<file path="src/rtl/phdr_pkg.sv">
package phdr_pkg;
    localparam int HDR_W    = 32;
    localparam int CRC_W    = 8;
    localparam int CRC_POS  = 20;
    localparam logic [CRC_W-1:0] CRC_POLY = 8'h07;

    localparam int RATE_LSB  = 0;
    localparam int PILOT_LSB = 3;
    localparam int SYNC_LSB  = 6;
    localparam int BURST_BIT = 8;
    localparam int SEED_BIT  = 11;
    localparam int LEN_LSB   = 12;

    typedef struct packed {
        logic       ri_mode;
        logic [2:0] rate;
        logic [2:0] pilot;
        logic [1:0] sync;
        logic       burst;
        logic       seed;
        logic [7:0] len;
    } hdr_fields_t;
endpackage

</file>
<file path="src/rtl/phdr_field_pack.sv">
module phdr_field_pack
    import phdr_pkg::*;
(
    input  hdr_fields_t      fields_i,
    output logic [HDR_W-1:0] word_o
);
    always_comb begin
        word_o = '0;
        word_o[RATE_LSB  +: 3] = fields_i.ri_mode ? 3'b000 : fields_i.rate;
        word_o[PILOT_LSB +: 3] = fields_i.pilot;
        word_o[SYNC_LSB  +: 2] = fields_i.sync;
        word_o[BURST_BIT]      = fields_i.burst;
        word_o[SEED_BIT]       = fields_i.seed;
        word_o[LEN_LSB   +: 8] = fields_i.len;
    end
endmodule

</file>
<file path="src/rtl/phdr_crc8.sv">
module phdr_crc8
    import phdr_pkg::*;
#(
    parameter int                W    = CRC_W,
    parameter logic [W-1:0]      POLY = CRC_POLY
) (
    input  logic         clk,
    input  logic         rst_n,
    input  logic         clr_i,
    input  logic         en_i,
    input  logic         din_i,
    output logic [W-1:0] crc_o
);
    typedef struct packed {
        logic [W-1:0] rem;
    } crc_state_t;

    crc_state_t st_d, st_q;
    logic       fb;
    logic [W-1:0] stepped;

    assign fb = din_i ^ st_q.rem[W-1];

    for (genvar k = 0; k < W; k++) begin : g_tap
        if (k == 0) begin : g_first
            assign stepped[k] = fb;
        end else begin : g_rest
            assign stepped[k] = st_q.rem[k-1] ^ (POLY[k] & fb);
        end
    end

    always_comb begin
        st_d = st_q;
        if (clr_i) begin
            st_d.rem = '0;
        end else if (en_i) begin
            st_d.rem = stepped;
        end
    end

    always_ff @(posedge clk or negedge rst_n) begin
        if (!rst_n) st_q <= '0;
        else        st_q <= st_d;
    end

    assign crc_o = st_q.rem;

    assert_crc_clear_R8: assert property (@(posedge clk) disable iff (!rst_n)
        clr_i |=> (crc_o == '0));

    assert_crc_hold_R4: assert property (@(posedge clk) disable iff (!rst_n)
        (!clr_i && !en_i) |=> $stable(crc_o));
endmodule

</file>
<file path="src/rtl/phdr_serializer.sv">
module phdr_serializer
    import phdr_pkg::*;
#(
    parameter int N    = HDR_W,
    parameter int CW   = CRC_W,
    parameter int CPOS = CRC_POS
) (
    input  logic                 clk,
    input  logic                 rst_n,
    input  logic                 load_i,
    input  logic [N-1:0]         word_i,
    input  logic [CW-1:0]        crc_i,
    output logic                 accept_o,
    output logic                 crc_clr_o,
    output logic                 crc_en_o,
    output logic                 crc_din_o,
    output logic                 bit_o,
    output logic                 valid_o,
    output logic                 done_o,
    output logic [$clog2(N)-1:0] idx_o
);
    localparam int CNT_W  = $clog2(N);
    localparam int CIDX_W = $clog2(CW);
    localparam logic [CNT_W-1:0] LAST   = CNT_W'(N - 1);
    localparam logic [CNT_W-1:0] CSTART = CNT_W'(CPOS);
    localparam logic [CNT_W-1:0] CEND   = CNT_W'(CPOS + CW);

    typedef struct packed {
        logic             busy;
        logic             done;
        logic [CNT_W-1:0] cnt;
        logic [N-1:0]     word;
    } ser_state_t;

    ser_state_t st_d, st_q;
    logic             in_crc;
    logic [CNT_W-1:0] coff;

    assign accept_o = load_i && !st_q.busy;
    assign in_crc   = (st_q.cnt >= CSTART) && (st_q.cnt < CEND);
    assign coff     = st_q.cnt - CSTART;

    always_comb begin
        st_d      = st_q;
        st_d.done = 1'b0;
        if (st_q.busy) begin
            if (st_q.cnt == LAST) begin
                st_d.busy = 1'b0;
                st_d.done = 1'b1;
                st_d.cnt  = '0;
            end else begin
                st_d.cnt = st_q.cnt + 1'b1;
            end
        end else if (load_i) begin
            st_d.busy = 1'b1;
            st_d.cnt  = '0;
            st_d.word = word_i;
        end
    end

    always_ff @(posedge clk or negedge rst_n) begin
        if (!rst_n) st_q <= '0;
        else        st_q <= st_d;
    end

    assign crc_clr_o = accept_o;
    assign crc_en_o  = st_q.busy && (st_q.cnt < CSTART);
    assign crc_din_o = st_q.word[st_q.cnt];
    assign bit_o     = st_q.busy && (in_crc ? crc_i[coff[CIDX_W-1:0]] : st_q.word[st_q.cnt]);
    assign valid_o   = st_q.busy;
    assign done_o    = st_q.done;
    assign idx_o     = st_q.cnt;

    assert_start_after_load_R5: assert property (@(posedge clk) disable iff (!rst_n)
        (load_i && !valid_o && !done_o) |=> (valid_o && idx_o == '0));

    assert_count_steps_R7: assert property (@(posedge clk) disable iff (!rst_n)
        (valid_o && idx_o != LAST) |=> (valid_o && idx_o == $past(idx_o) + 1'b1));

    assert_word_held_R7: assert property (@(posedge clk) disable iff (!rst_n)
        (valid_o && idx_o != LAST) |=> $stable(st_q.word));

    assert_done_single_R6: assert property (@(posedge clk) disable iff (!rst_n)
        done_o |=> !done_o);

    assert_done_after_last_R6: assert property (@(posedge clk) disable iff (!rst_n)
        (valid_o && idx_o == LAST) |=> (done_o && !valid_o));
endmodule

</file>
<file path="src/rtl/phy_hdr_builder.sv">
module phy_hdr_builder
    import phdr_pkg::*;
(
    input  logic       clk,
    input  logic       rst_n,
    input  logic       load_i,
    input  logic       ri_mode_i,
    input  logic [2:0] rate_i,
    input  logic [2:0] pilot_i,
    input  logic [1:0] sync_i,
    input  logic       burst_i,
    input  logic       seed_i,
    input  logic [7:0] psdu_len_i,
    output logic       bit_o,
    output logic       bit_valid_o,
    output logic       done_o
);
    localparam int CNT_W = $clog2(HDR_W);

    typedef struct packed {
        logic ri;
    } top_state_t;

    hdr_fields_t      fields;
    logic [HDR_W-1:0] word;
    logic [CRC_W-1:0] crc;
    logic             accept, crc_clr, crc_en, crc_din;
    logic [CNT_W-1:0] idx;
    top_state_t       st_d, st_q;

    always_comb begin
        fields.ri_mode = ri_mode_i;
        fields.rate    = rate_i;
        fields.pilot   = pilot_i;
        fields.sync    = sync_i;
        fields.burst   = burst_i;
        fields.seed    = seed_i;
        fields.len     = psdu_len_i;
    end

    phdr_field_pack u_pack (
        .fields_i (fields),
        .word_o   (word)
    );

    phdr_crc8 #(.W(CRC_W), .POLY(CRC_POLY)) u_crc (
        .clk   (clk),
        .rst_n (rst_n),
        .clr_i (crc_clr),
        .en_i  (crc_en),
        .din_i (crc_din),
        .crc_o (crc)
    );

    phdr_serializer #(.N(HDR_W), .CW(CRC_W), .CPOS(CRC_POS)) u_ser (
        .clk       (clk),
        .rst_n     (rst_n),
        .load_i    (load_i),
        .word_i    (word),
        .crc_i     (crc),
        .accept_o  (accept),
        .crc_clr_o (crc_clr),
        .crc_en_o  (crc_en),
        .crc_din_o (crc_din),
        .bit_o     (bit_o),
        .valid_o   (bit_valid_o),
        .done_o    (done_o),
        .idx_o     (idx)
    );

    always_comb begin
        st_d = st_q;
        if (accept) st_d.ri = ri_mode_i;
    end

    always_ff @(posedge clk or negedge rst_n) begin
        if (!rst_n) st_q <= '0;
        else        st_q <= st_d;
    end

    assert_ri_rate_zero_R3: assert property (@(posedge clk) disable iff (!rst_n)
        (bit_valid_o && st_q.ri && idx < CNT_W'(3)) |-> !bit_o);

    assert_reserved_zero_R2: assert property (@(posedge clk) disable iff (!rst_n)
        (bit_valid_o && (idx == CNT_W'(9) || idx == CNT_W'(10) ||
                         idx >= CNT_W'(CRC_POS + CRC_W))) |-> !bit_o);

    assert_idle_quiet_R1: assert property (@(posedge clk) disable iff (!rst_n)
        !bit_valid_o |-> !bit_o);
endmodule

</file>
<file path="config.mk">
export PLATFORM = sky130hd
export DESIGN_NAME = phy_hdr_builder
export DESIGN_NICKNAME = d
export VERILOG_FILES = /design/src/rtl/phdr_pkg.sv /design/src/rtl/phdr_field_pack.sv /design/src/rtl/phdr_crc8.sv /design/src/rtl/phdr_serializer.sv /design/src/rtl/phy_hdr_builder.sv
export SDC_FILE = /design/constraint.sdc
export NUM_CORES = 1
export LEC_CHECK = 0
export ABC_AREA = 1
export BUFFER_PORTS_ARGS = -buffer_cell sky130_fd_sc_hd__buf_2
export CORE_MARGIN = 2
export CORE_UTILIZATION = 40
export CTS_CLUSTER_SIZE = 28
export DETAILED_ROUTE_END_ITERATION = 8
export PLACE_DENSITY_LB_ADDON = 0.08
export SYNTH_ARGS = -nofsm -noshare
export SYNTH_HDL_FRONTEND = slang
export SYNTH_SLANG_ARGS = --single-unit
</file>
<file path="constraint.sdc">
create_clock -name clk -period 3.4 [get_ports clk]
set_input_delay 0.51 -clock clk [delete_from_list [all_inputs] [get_ports clk]]
set_output_delay 0.51 -clock clk [all_outputs]
set_load 0.01 [all_outputs]
</file>
==> flow_metrics.py, run 1 <==
metrics = {
    "clock_tree": {
        "clock_latency_ns": 0.28,
        "cts-htree-levels": 2,
        "clock-sinks": 33,
        "cts_buffer_depth": 2,
        "cts_tree": "done",
        "cts_setup_buffers": 0,
        "cts_root_buf": "clkbuf_8",
        "clk_pin_slew_ns": 0.07,
        "cts_made_buffers": 5,
        "cts_resized": 0,
        "hold_buffers": 0,
    },
    "flow_run": {
        "maxCapViolCount": 0,
    },
    "timing": {
        "finalHoldViolCount": 0,
        "finalClockSkew_ns": 0.00672,
        "setup-violations-final": 0,
        "tightest_slew_ns": 0.745,
        "hold_slack_ns": 0.287,
        "fin_crit_ns": 2.55,
        "fmax_ghz": 0.393,
        "period_share_pct": 74.9,
        "tns_ns": 0,
        "rsz0062_at_grt": "false",
        "maxSlewHeadroom_pct": 50.3,
        "final_max_slew_viol_count": 0,
        "fin_ws_ns": 0.855,
    },
    "setup_path": {
        "startpoint_type": "flip-flop",
        "r2r_end": "u_crc.crc_o[2]",
        "r2r-start": "u_ser.idx_o[0]",
        "reg2regPathDepth": 13,
        "worst-path-max-fanout": 18,
        "reg2reg_slack_ns": 1.58,
        "criticalPathCategory": "flip-flop to output pin",
        "critPathArrivalTime_ns": 2.04,
        "crit_required_ns": 2.89,
        "critPathCaptureType": "output pin",
    },
    "layout": {
        "nets": 267,
        "final_util_pct": 47.6,
        "n_antenna_cell": 0,
        "area_growth_syn_to_layout_pct": 12.7,
        "drive_gt1_share_pct": 19.3,
        "design_area_um2": 1930,
        "fin_cells": 294,
    },
    "synthesis": {
        "synth_nets": 241,
        "synth_edf_count": 0,
        "synth_area_um2": 1710,
        "yosysMostFrequentCell": "nand2_1",
        "synthTopCellsByArea": "dfrtp_1 (48%), nand2_1 (17%), inv_1 (5.0%), nand3_1 (5.0%), o21ai_0 (4.1%)",
        "yosys_warnings": 0,
        "ys_types": 24,
        "synth_seq_area_share_pct": 48.2,
        "ys_ff_latch": 33,
        "postSynthCellCount": 217,
        "yosys-top-cells-count": "nand2_1 (76), dfrtp_1 (33), inv_1 (23)",
        "ys_async_sr_fraction_pct": 100,
        "synth_flop_cell": "dfrtp_1",
        "synth_top_area_share_pct": 48.2,
        "synth_largest_area_cell": "dfrtp_1",
        "syn_area_per_cell_um2": 7.89,
    },
    "placed_design": {
        "dp_slack_ns": 1.14,
        "place_area_um2": 1850,
        "hpwl_mm": 2.56,
        "gp_congestion": 0.841,
        "io_buffers": 24,
        "dp.cells": 286,
    },
    "routing": {
        "vias_per_cell": 4.80,
        "wl_per_cell_um": 12.0,
        "drtIter0Drc": 52,
        "ant_nets": 0,
        "wl_mm": 3.52,
        "vias": 1411,
        "drc": 0,
        "first_pass_iters": 4,
    },
    "global_route": {
        "track_usage_pct": 16.0,
        "grt_start_max_net_pins": 34,
        "grt_pass1_vias": 1374,
        "antenna_found_initial": 0,
        "grt_overflow": 0,
        "grt_pass1_wl_mm": 6.28,
    },
    "power_and_ir_drop": {
        "power.density_nw_per_um2": 948,
        "fin_total_pwr_mw": 1.83,
        "p_leak_nw": 1.05,
        "ir_drop_v": 0.000383,
    },
    "floorplan": {
        "initial_core_util_pct": 42.2,
        "die_area_um2": 4820,
        "fp.dieW_um": 69.4,
        "io_pins": 25,
        "dieHeight_um": 69.4,
        "rows": 23,
        "core_area_um2": 4060,
    },
    "hold_path": {
        "worstHoldPathType": "input port to async pin",
    },
    "status": {
        "status": "finished clean",
    },
}
-- sequential cells by signal (all words and copies together) (netlist names) --
signal,cells
u_ser.done_o,1
u_ser.valid_o,1
u_ser.st_q,18
u_ser.idx_o,5
u_crc.crc_o,8
-- cell usage in the layout, fill, tap and decap left out --
cell type  Yosys  routed
a21oi_1        5       5
a31oi_1        1       1
buf_2          0      24
buf_4          0       2
clkbuf_1       3       3
clkbuf_8       0       5
clkinv_1       1       1
dfrtp_1       33      33
ha_1           2       2
inv_1         23      23
inv_2          2       2
inv_6          1       1
nand2_1       76      76
nand2_2        2       2
nand2_4        2       2
nand3_1       17      17
nand3_2        4       4
nand4_2        1       1
nor2_1        10      10
nor2_2         3       3
nor3_1         2       2
o21ai_0       14      14
o21ai_1        4       4
o22ai_1        6       6
o22ai_2        1       1
-- where the power goes --
part | internal, mW | total, mW | leakage, nW | switching [mW]
Sequential | 0.576 | 0.748 | 0.408 | 0.172
Clock | 0.145 | 0.283 | 0.0395 | 0.138
Combinational | 0.313 | 0.800 | 0.598 | 0.486
-- cell type report --
class | count | area [um2]
Fill cell | 417 | 2130
Sequential cell | 33 | 826
Multi-Input combinational cell | 150 | 721
Clock buffer | 8 | 80.1
Inverter | 27 | 106
Tap cell | 50 | 62.6
Timing Repair Buffer | 26 | 135
-- per-layer routing --
layer  up-vias  global-route usage [%]  share of wire [%]  wire [um]
li1        743                       -                  -          -
met1       633                    21.5                 49       1730
met2        27                    24.7                 45       1570
met3         8                    3.92                3.6        126
met4         0                    6.75                2.5         87
met5         -                       0                  0          0
-- cells by family (layout without fill, tap and decap cells) --
| group | count (synthesis) | in the layout | synth area share [%] |
|---|---|---|---|
| buffers and inverters | 34 | 61 | 9.71 |
| AND/OR/NAND/NOR | 117 | 117 | 30.6 |
| AO/OA/AOI/OAI | 31 | 31 | 10.0 |
| adder cells (fa/ha/maj) | 2 | 2 | 1.46 |
| flip-flops | 33 | 33 | 48.2 |
-- worst max-delay path by stage --
stage / start / endpoint / slack [ns] / depth (start not counted)
final: u_ser.idx_o[0] / bit_o / 0.85 / 12
after global routing: u_ser.idx_o[0] / bit_o / 0.56 / 12
after CTS: u_ser.idx_o[0] / bit_o / 0.82 / 12
after detailed placement: u_ser.idx_o[0] / bit_o / 1.14 / 12
after global placement: u_ser.idx_o[0] / bit_o / 1.18 / 12
after floorplan: u_ser.idx_o[0] / bit_o / 1.59 / 10
-- worst max-delay path, cell delays in order, from the launching register on --
cell and delay (ns):
dfrtp_1 0.73, inv_6 0.12, nand2_1 0.09, nand3_1 0.06, nand2_1 0.08, nand2_1 0.05, nand2_1 0.08, nand3_2 0.08
nand2_4 0.09, nand2_4 0.05, o21ai_0 0.15, inv_1 0.05, buf_2 0.13
Note: power is estimated with default switching activity, not from simulation.
==> run 2: changes to the inputs <==
--- a/config.mk
+++ b/config.mk
@@ -5,7 +5,7 @@
 export SDC_FILE = /design/constraint.sdc
 export NUM_CORES = 1
 export LEC_CHECK = 0
-export ABC_AREA = 1
+export ABC_AREA = 0
 export BUFFER_PORTS_ARGS = -buffer_cell sky130_fd_sc_hd__buf_2
 export CORE_MARGIN = 2
 export CORE_UTILIZATION = 40
==> constraint.sdc (replaced) <==
create_clock -name clk -period 2.2 [get_ports clk]
set_input_delay 0.33 -clock clk [delete_from_list [all_inputs] [get_ports clk]]
set_output_delay 0.33 -clock clk [all_outputs]
set_load 0.01 [all_outputs]
==> run 2 against run 1 <==
The run now ends with negative setup slack left. Clock skew grew 0.0020 ns. Sequential share of layout area shrank 2.0 points. Setup slack lost 1.1 ns. Combinational power grew 80%. Total power grew 66%. Sequential cell count is the same. Clock-buffer cell count shrank 1. Design area grew 5.2%. Worst hold slack lost 0.18 ns. Critical endpoint unchanged. Register-to-register slack lost 1.4 ns.
==> flow_metrics.py, run 2 <==
metrics = {
    "status": {
        "status": "finished with violations",
        "failed_checks": "negative setup slack",
    },
    "timing": {
        "setup-violations-final": 1,
        "tns_ns": -0.228,
        "period_share_pct": 110,
        "fin_ws_ns": -0.228,
        "maxSlewHeadroom_pct": 51.1,
        "fin_crit_ns": 2.43,
        "tightest_slew_ns": 0.733,
        "fmax_ghz": 0.412,
        "finalClockSkew_ns": 0.00867,
        "rsz0062_at_grt": "true",
        "finalHoldViolCount": 0,
        "final_max_slew_viol_count": 0,
    },
    "floorplan": {
        "initial_core_util_pct": 42.2,
        "io_pins": 25,
        "dieHeight_um": 69.4,
        "rows": 23,
        "core_area_um2": 4060,
        "die_area_um2": 4810,
        "fp.dieW_um": 69.4,
    },
    "synthesis": {
        "syn_area_per_cell_um2": 9.10,
        "ys_types": 30,
        "synth_top_area_share_pct": 48.3,
        "synth_area_um2": 1710,
        "yosys-top-cells-count": "nand2_1 (70), dfrtp_1 (33), nand3_1 (14)",
        "synth_largest_area_cell": "dfrtp_1",
        "yosysMostFrequentCell": "nand2_1",
        "synthTopCellsByArea": "dfrtp_1 (48%), nand2_1 (15%), nand3_1 (4.1%), mux4_2 (4.0%), mux4_1 (3.1%)",
        "postSynthCellCount": 188,
        "synth_edf_count": 0,
        "synth_nets": 212,
        "ys_ff_latch": 33,
        "synth_flop_cell": "dfrtp_1",
        "ys_async_sr_fraction_pct": 100,
        "synth_seq_area_share_pct": 48.3,
        "yosys_warnings": 0,
    },
    "layout": {
        "nets": 243,
        "final_util_pct": 50.0,
        "layout_commonest_cell": "nand2_1",
        "largest_reg_flops": 18,
        "drive_gt1_share_pct": 23.3,
        "regMostFlops": "u_ser.st_q",
        "area_growth_syn_to_layout_pct": 18.7,
        "fillers": 386,
        "final_cell_mix": "nand2_1 (70), dfrtp_1 (32), buf_2 (24), nand3_1 (14), buf_4 (11)",
        "n_antenna_cell": 0,
    },
    "setup_path": {
        "crit_path_cell_trace": "nand2b_4, mux4_2, or3b_4, a31oi_1, buf_2",
        "reg2regPathDepth": 7,
        "worst-path-max-fanout": 6,
        "max_stage_delay_ns": 0.50,
        "critPathArrivalTime_ns": 2.10,
        "startpoint_type": "flip-flop",
        "criticalPathCategory": "flip-flop to output pin",
        "cp_slowest_cell": "mux4_2",
        "crit_required_ns": 1.87,
        "critPathCaptureType": "output pin",
    },
    "power_and_ir_drop": {
        "ir_drop_v": 0.000502,
        "power.density_nw_per_um2": 1500,
        "p_leak_nw": 1.04,
    },
    "global_route": {
        "top_usage_layer": "met2",
        "track_usage_pct": 17.3,
        "met1_usage_pct": 22.4,
        "antenna_found_initial": 0,
        "grtUsageMet3_pct": 4.80,
        "grt_pass1_wl_mm": 6.62,
        "grt_start_max_net_pins": 34,
        "grt_pass1_vias": 1410,
        "grt_util_met2_pct": 27.8,
        "grt_overflow": 0,
    },
    "placed_design": {
        "io_buffers": 24,
        "hpwl_mm": 2.63,
        "gp_congestion": 0.789,
    },
    "routing": {
        "ant_nets": 0,
        "vias": 1383,
        "first_pass_iters": 4,
        "wl_per_cell_um": 13.7,
        "drc": 0,
        "vias_per_cell": 5.14,
        "wl_mm": 3.67,
        "drtIter0Drc": 69,
    },
    "clock_tree": {
        "cts_root_buf": "clkbuf_8",
        "cts_made_buffers": 5,
        "clk_pin_slew_ns": 0.07,
        "cts_tree": "done",
        "clock_latency_ns": 0.28,
        "clock-sinks": 33,
        "cts-htree-levels": 2,
        "cts_buffer_depth": 2,
    },
    "hold_path": {
        "worstHoldPathType": "input port to async pin",
    },
    "flow_run": {
        "maxCapViolCount": 0,
    },
}
==> run 2: changes by cell type in the layout (fill, tap and decap cells not counted), sizes merged, moves of 4 or more <==
cell / delta
mux4: +5
mux2i: +4
nor2b: +6
nor2: -9
nand3: -7
o22ai: -5
nand2: -10
and3: +4
buf: +10
a21oi: -5
o21ai: -12
inv: -23
==> run 2: cell families (layout without fill, tap and decap cells) <==
logic type / after synthesis / in the layout / share of synthesized area [%]
and+or+nand+nor: 111 / 111 / 29.4
DFF: 33 / 33 / 48.3
AOI/OAI and AO/OA: 18 / 18 / 7.68
buffers and inverters: 15 / 46 / 3.80
muxes: 9 / 9 / 9.36
adders and majority gates: 2 / 2 / 1.46
==> run 2: path summary, 6_finish.rpt <==
check                                from        endpoint  slack, ns
max                        u_ser.idx_o[0]           bit_o      -0.23
min reg2reg                 u_ser.st_q[0]   u_ser.st_q[0]       0.47
min                                 rst_n    u_ser.done_o       0.11
max reg2reg                u_ser.idx_o[0]  u_crc.crc_o[0]       0.15
min in group clk                sync_i[0]   u_ser.st_q[6]       0.23
max in group asynchronous           rst_n  u_ser.idx_o[0]       1.58
==> run 2: timing repair <==
action,in CTS,in global routing
endpoints found under the setup margin,1,1
hold buffers,0,0
pin swaps,1,1
setup buffers,3,1
gates resized for setup,2,2
==> run 2: where the power goes <==
part | leakage (nW) | switching [mW] | internal, mW
logic | 0.587 | 0.718 | 0.724
clock network | 0.0443 | 0.207 | 0.248
registers | 0.410 | 0.251 | 0.896
==> run 2: area by class of cell <==
cell class	instances	area, um2	share of cell area, %
clock buffer	7	86.3	4.25
inverter	3	11.3	0.555
multi-input combinational	140	830	40.9
sequential	33	827	40.7
tap	50	62.6	3.08
timing repair buffer	36	214	10.5
==> run 2: metrics by stage <==
stage / hold slack [ns] / power [mW] / worst slack, ns / cells / instance area, um2
global route: 0.153 / 3.33 / -0.275 / 269 / 2030
global placement: 0.423 / 2.44 / 0.0757 / 258 / 1900
detailed placement: 0.445 / 2.49 / 0.0241 / 258 / 1900
finish: 0.105 / 3.04 / -0.228 / 269 / 2030
floorplan: 0.0344 / 2.10 / 0.0971 / 188 / 1710
CTS: 0.139 / 3.01 / -0.212 / 268 / 2020
==> run 2: routing by layer <==
metal | vias up | part of all wire, % | routed length, um
met5 | - | 0 | 0
met3 | 8 | 5.1 | 186
met1 | 641 | 47 | 1710
met4 | 0 | 1.4 | 53
li1 | 695 | - | -
met2 | 39 | 47 | 1720
==> run 2: worst max-delay path, delay by kind of cell, from the launching register on <==
kind / cells / cell delay [ns]
and+or+nand+nor: 2 / 0.56
muxes: 1 / 0.50
DFF: 1 / 0.45
buffers and inverters: 1 / 0.15
AOI/OAI and AO/OA: 1 / 0.14
==> run 3: changes to the inputs <==
--- a/config.mk
+++ b/config.mk
@@ -8,10 +8,10 @@
 export ABC_AREA = 0
 export BUFFER_PORTS_ARGS = -buffer_cell sky130_fd_sc_hd__buf_2
 export CORE_MARGIN = 2
-export CORE_UTILIZATION = 40
+export CORE_UTILIZATION = 50
 export CTS_CLUSTER_SIZE = 28
 export DETAILED_ROUTE_END_ITERATION = 8
-export PLACE_DENSITY_LB_ADDON = 0.08
+export PLACE_DENSITY = 0.74
 export SYNTH_ARGS = -nofsm -noshare
 export SYNTH_HDL_FRONTEND = slang
 export SYNTH_SLANG_ARGS = --single-unit
==> run 3 against run 2 <==
The run still ends with negative setup slack left. Die area decreased by 19%. Critical path depth unchanged. Worst hold slack got worse by 0.076 ns. Global-route usage increased by 3.7 points. Setup slack got worse by 0.069 ns. Sequential share of layout area increased by 0.90 points.
==> flow_metrics.py, run 3 (synthesized netlist as in run 2, its figures left out) <==
metrics = {
    "setup_path": {
        "critPathCaptureType": "output pin",
        "criticalPathCategory": "flip-flop to output pin",
        "cp_slowest_cell": "dfrtp_2",
        "cp.buffers_inverters": 1,
        "path_depth": 5,
        "reg2regPathDepth": 7,
        "reg2reg_slack_ns": 0.07,
        "crit_path_start": "u_ser.idx_o[0]",
        "crit_end": "bit_o",
        "crit_path_cell_trace": "nand2b_4, mux4_2, or3b_4, a31oi_1, buf_2",
        "r2r-start": "u_ser.idx_o[0]",
        "crit_required_ns": 1.87,
        "critPathArrivalTime_ns": 2.17,
        "cp_top_family": "simple AND/OR/NAND/NOR gates",
        "max_stage_delay_ns": 0.48,
        "startpoint_type": "flip-flop",
        "r2r_end": "u_crc.crc_o[0]",
        "worst-path-max-fanout": 7,
    },
    "placed_design": {
        "io_buffers": 24,
        "hpwl_mm": 2.61,
        "gp_congestion": 0.906,
    },
    "floorplan": {
        "rows": 21,
        "fp.dieW_um": 62.5,
        "die_area_um2": 3900,
        "dieHeight_um": 62.5,
        "initial_core_util_pct": 51.7,
        "core_area_um2": 3310,
        "io_pins": 25,
    },
    "timing": {
        "finalHoldViolCount": 0,
        "rsz0062_at_grt": "true",
        "finalClockSkew_ns": 0.0175,
        "setup-violations-final": 1,
        "tightest_slew_ns": 0.717,
        "fin_ws_ns": -0.296,
        "maxSlewHeadroom_pct": 52.2,
        "fin_crit_ns": 2.50,
        "period_share_pct": 113,
        "final_max_slew_viol_count": 0,
        "fmax_ghz": 0.401,
    },
    "routing": {
        "ant_nets": 0,
        "wl_per_cell_um": 13.6,
        "vias": 1403,
        "drtIter0Drc": 108,
        "drc": 0,
        "wl_mm": 3.63,
        "vias_per_cell": 5.27,
        "first_pass_iters": 4,
    },
    "power_and_ir_drop": {
        "fin_total_pwr_mw": 2.90,
        "p_leak_nw": 1.02,
        "ir_drop_v": 0.000520,
        "power.density_nw_per_um2": 1460,
    },
    "clock_tree": {
        "clk_pin_slew_ns": 0.11,
        "cts_root_buf": "clkbuf_4",
        "clock_latency_ns": 0.34,
        "cts-htree-levels": 2,
        "cts_buffer_depth": 2,
        "clock-sinks": 33,
        "cts_tree": "done",
        "cts_made_buffers": 5,
    },
    "global_route": {
        "grt_pass1_vias": 1464,
        "grt_start_max_net_pins": 34,
        "grt_overflow": 0,
        "track_usage_pct": 21.0,
        "antenna_found_initial": 0,
        "grt_pass1_wl_mm": 6.47,
    },
    "layout": {
        "nets": 243,
        "final_cell_mix": "nand2_1 (70), dfrtp_1 (32), buf_2 (24), nand3_1 (14), buf_4 (11)",
        "largest_reg_flops": 18,
        "regMostFlops": "u_ser.st_q",
        "area_growth_syn_to_layout_pct": 16.2,
        "n_antenna_cell": 0,
        "fillers": 294,
        "drive_gt1_share_pct": 24.1,
        "layout_commonest_cell": "nand2_1",
        "final_util_pct": 60.0,
    },
    "hold_path": {
        "worstHoldPathType": "input port to async pin",
    },
    "flow_run": {
        "maxCapViolCount": 0,
    },
    "status": {
        "status": "finished with violations",
        "failed_checks": "negative setup slack",
    },
}
## run 3: worst min path at each step
stage | end | slack, ns | cells after the start
floorplan | u_crc.crc_o[0] | 0.03 | 0
global placement | u_ser.idx_o[3] | 0.41 | 1
detailed placement | u_ser.idx_o[3] | 0.42 | 1
CTS | u_ser.idx_o[3] | 0.05 | 1
global route | u_ser.idx_o[3] | 0.08 | 1
finish | u_ser.idx_o[3] | 0.03 | 1
## run 3: worst register-to-register path, delay by kind of cell (launching register included)
kind	cells	cell delay, ns
flops	1	0.48
mux	1	0.47
simple gates	2	0.54
compound gates	2	0.21
buf+inv	2	0.27
## run 3: layout make-up
cell class / count / area [um2] / share of cell area, %
sequential: 33 / 827 / 41.6
multi-input combinational: 140 / 826 / 41.6
timing repair buffer: 36 / 214 / 10.8
tap: 46 / 57.6 / 2.90
clock buffer: 6 / 41.3 / 2.08
inverter: 3 / 11.3 / 0.567
clock inverter: 2 / 10.0 / 0.504
## run 3: repair_timing
item | CTS | global route
buffers inserted | 4 | 1
hold buffers | 0 | 0
pin swaps | 1 | 3
setup endpoints to repair | 1 | 1
gates resized for setup | 1 | 4
## run 3: routing by layer
metal	track usage (%)	share of wire, %	up-vias
li1	-	-	693
met1	26.0	45	659
met2	34.5	49	40
met3	5.59	3.9	11
met4	9.44	2.1	0
met5	0	0	-
## run 3: per-stage QoR
step	std cells	TNS [ns]	hold WS, ns	setup slack, ns	instance area [um2]
after floorplan	188	0	0.0344	0.0971	1710
after global placement	253	0	0.411	0.0381	1890
after detailed placement	253	-0.00798	0.422	-0.00798	1890
after CTS	265	-0.295	0.0467	-0.295	1970
after global routing	266	-0.370	0.0790	-0.370	1990
final	266	-0.296	0.0297	-0.296	1990
## run 3: report_power, final
part | leakage, nW | internal [mW] | switching (mW)
combinational | 0.582 | 0.716 | 0.712
clock | 0.0320 | 0.122 | 0.200
sequential | 0.410 | 0.893 | 0.261
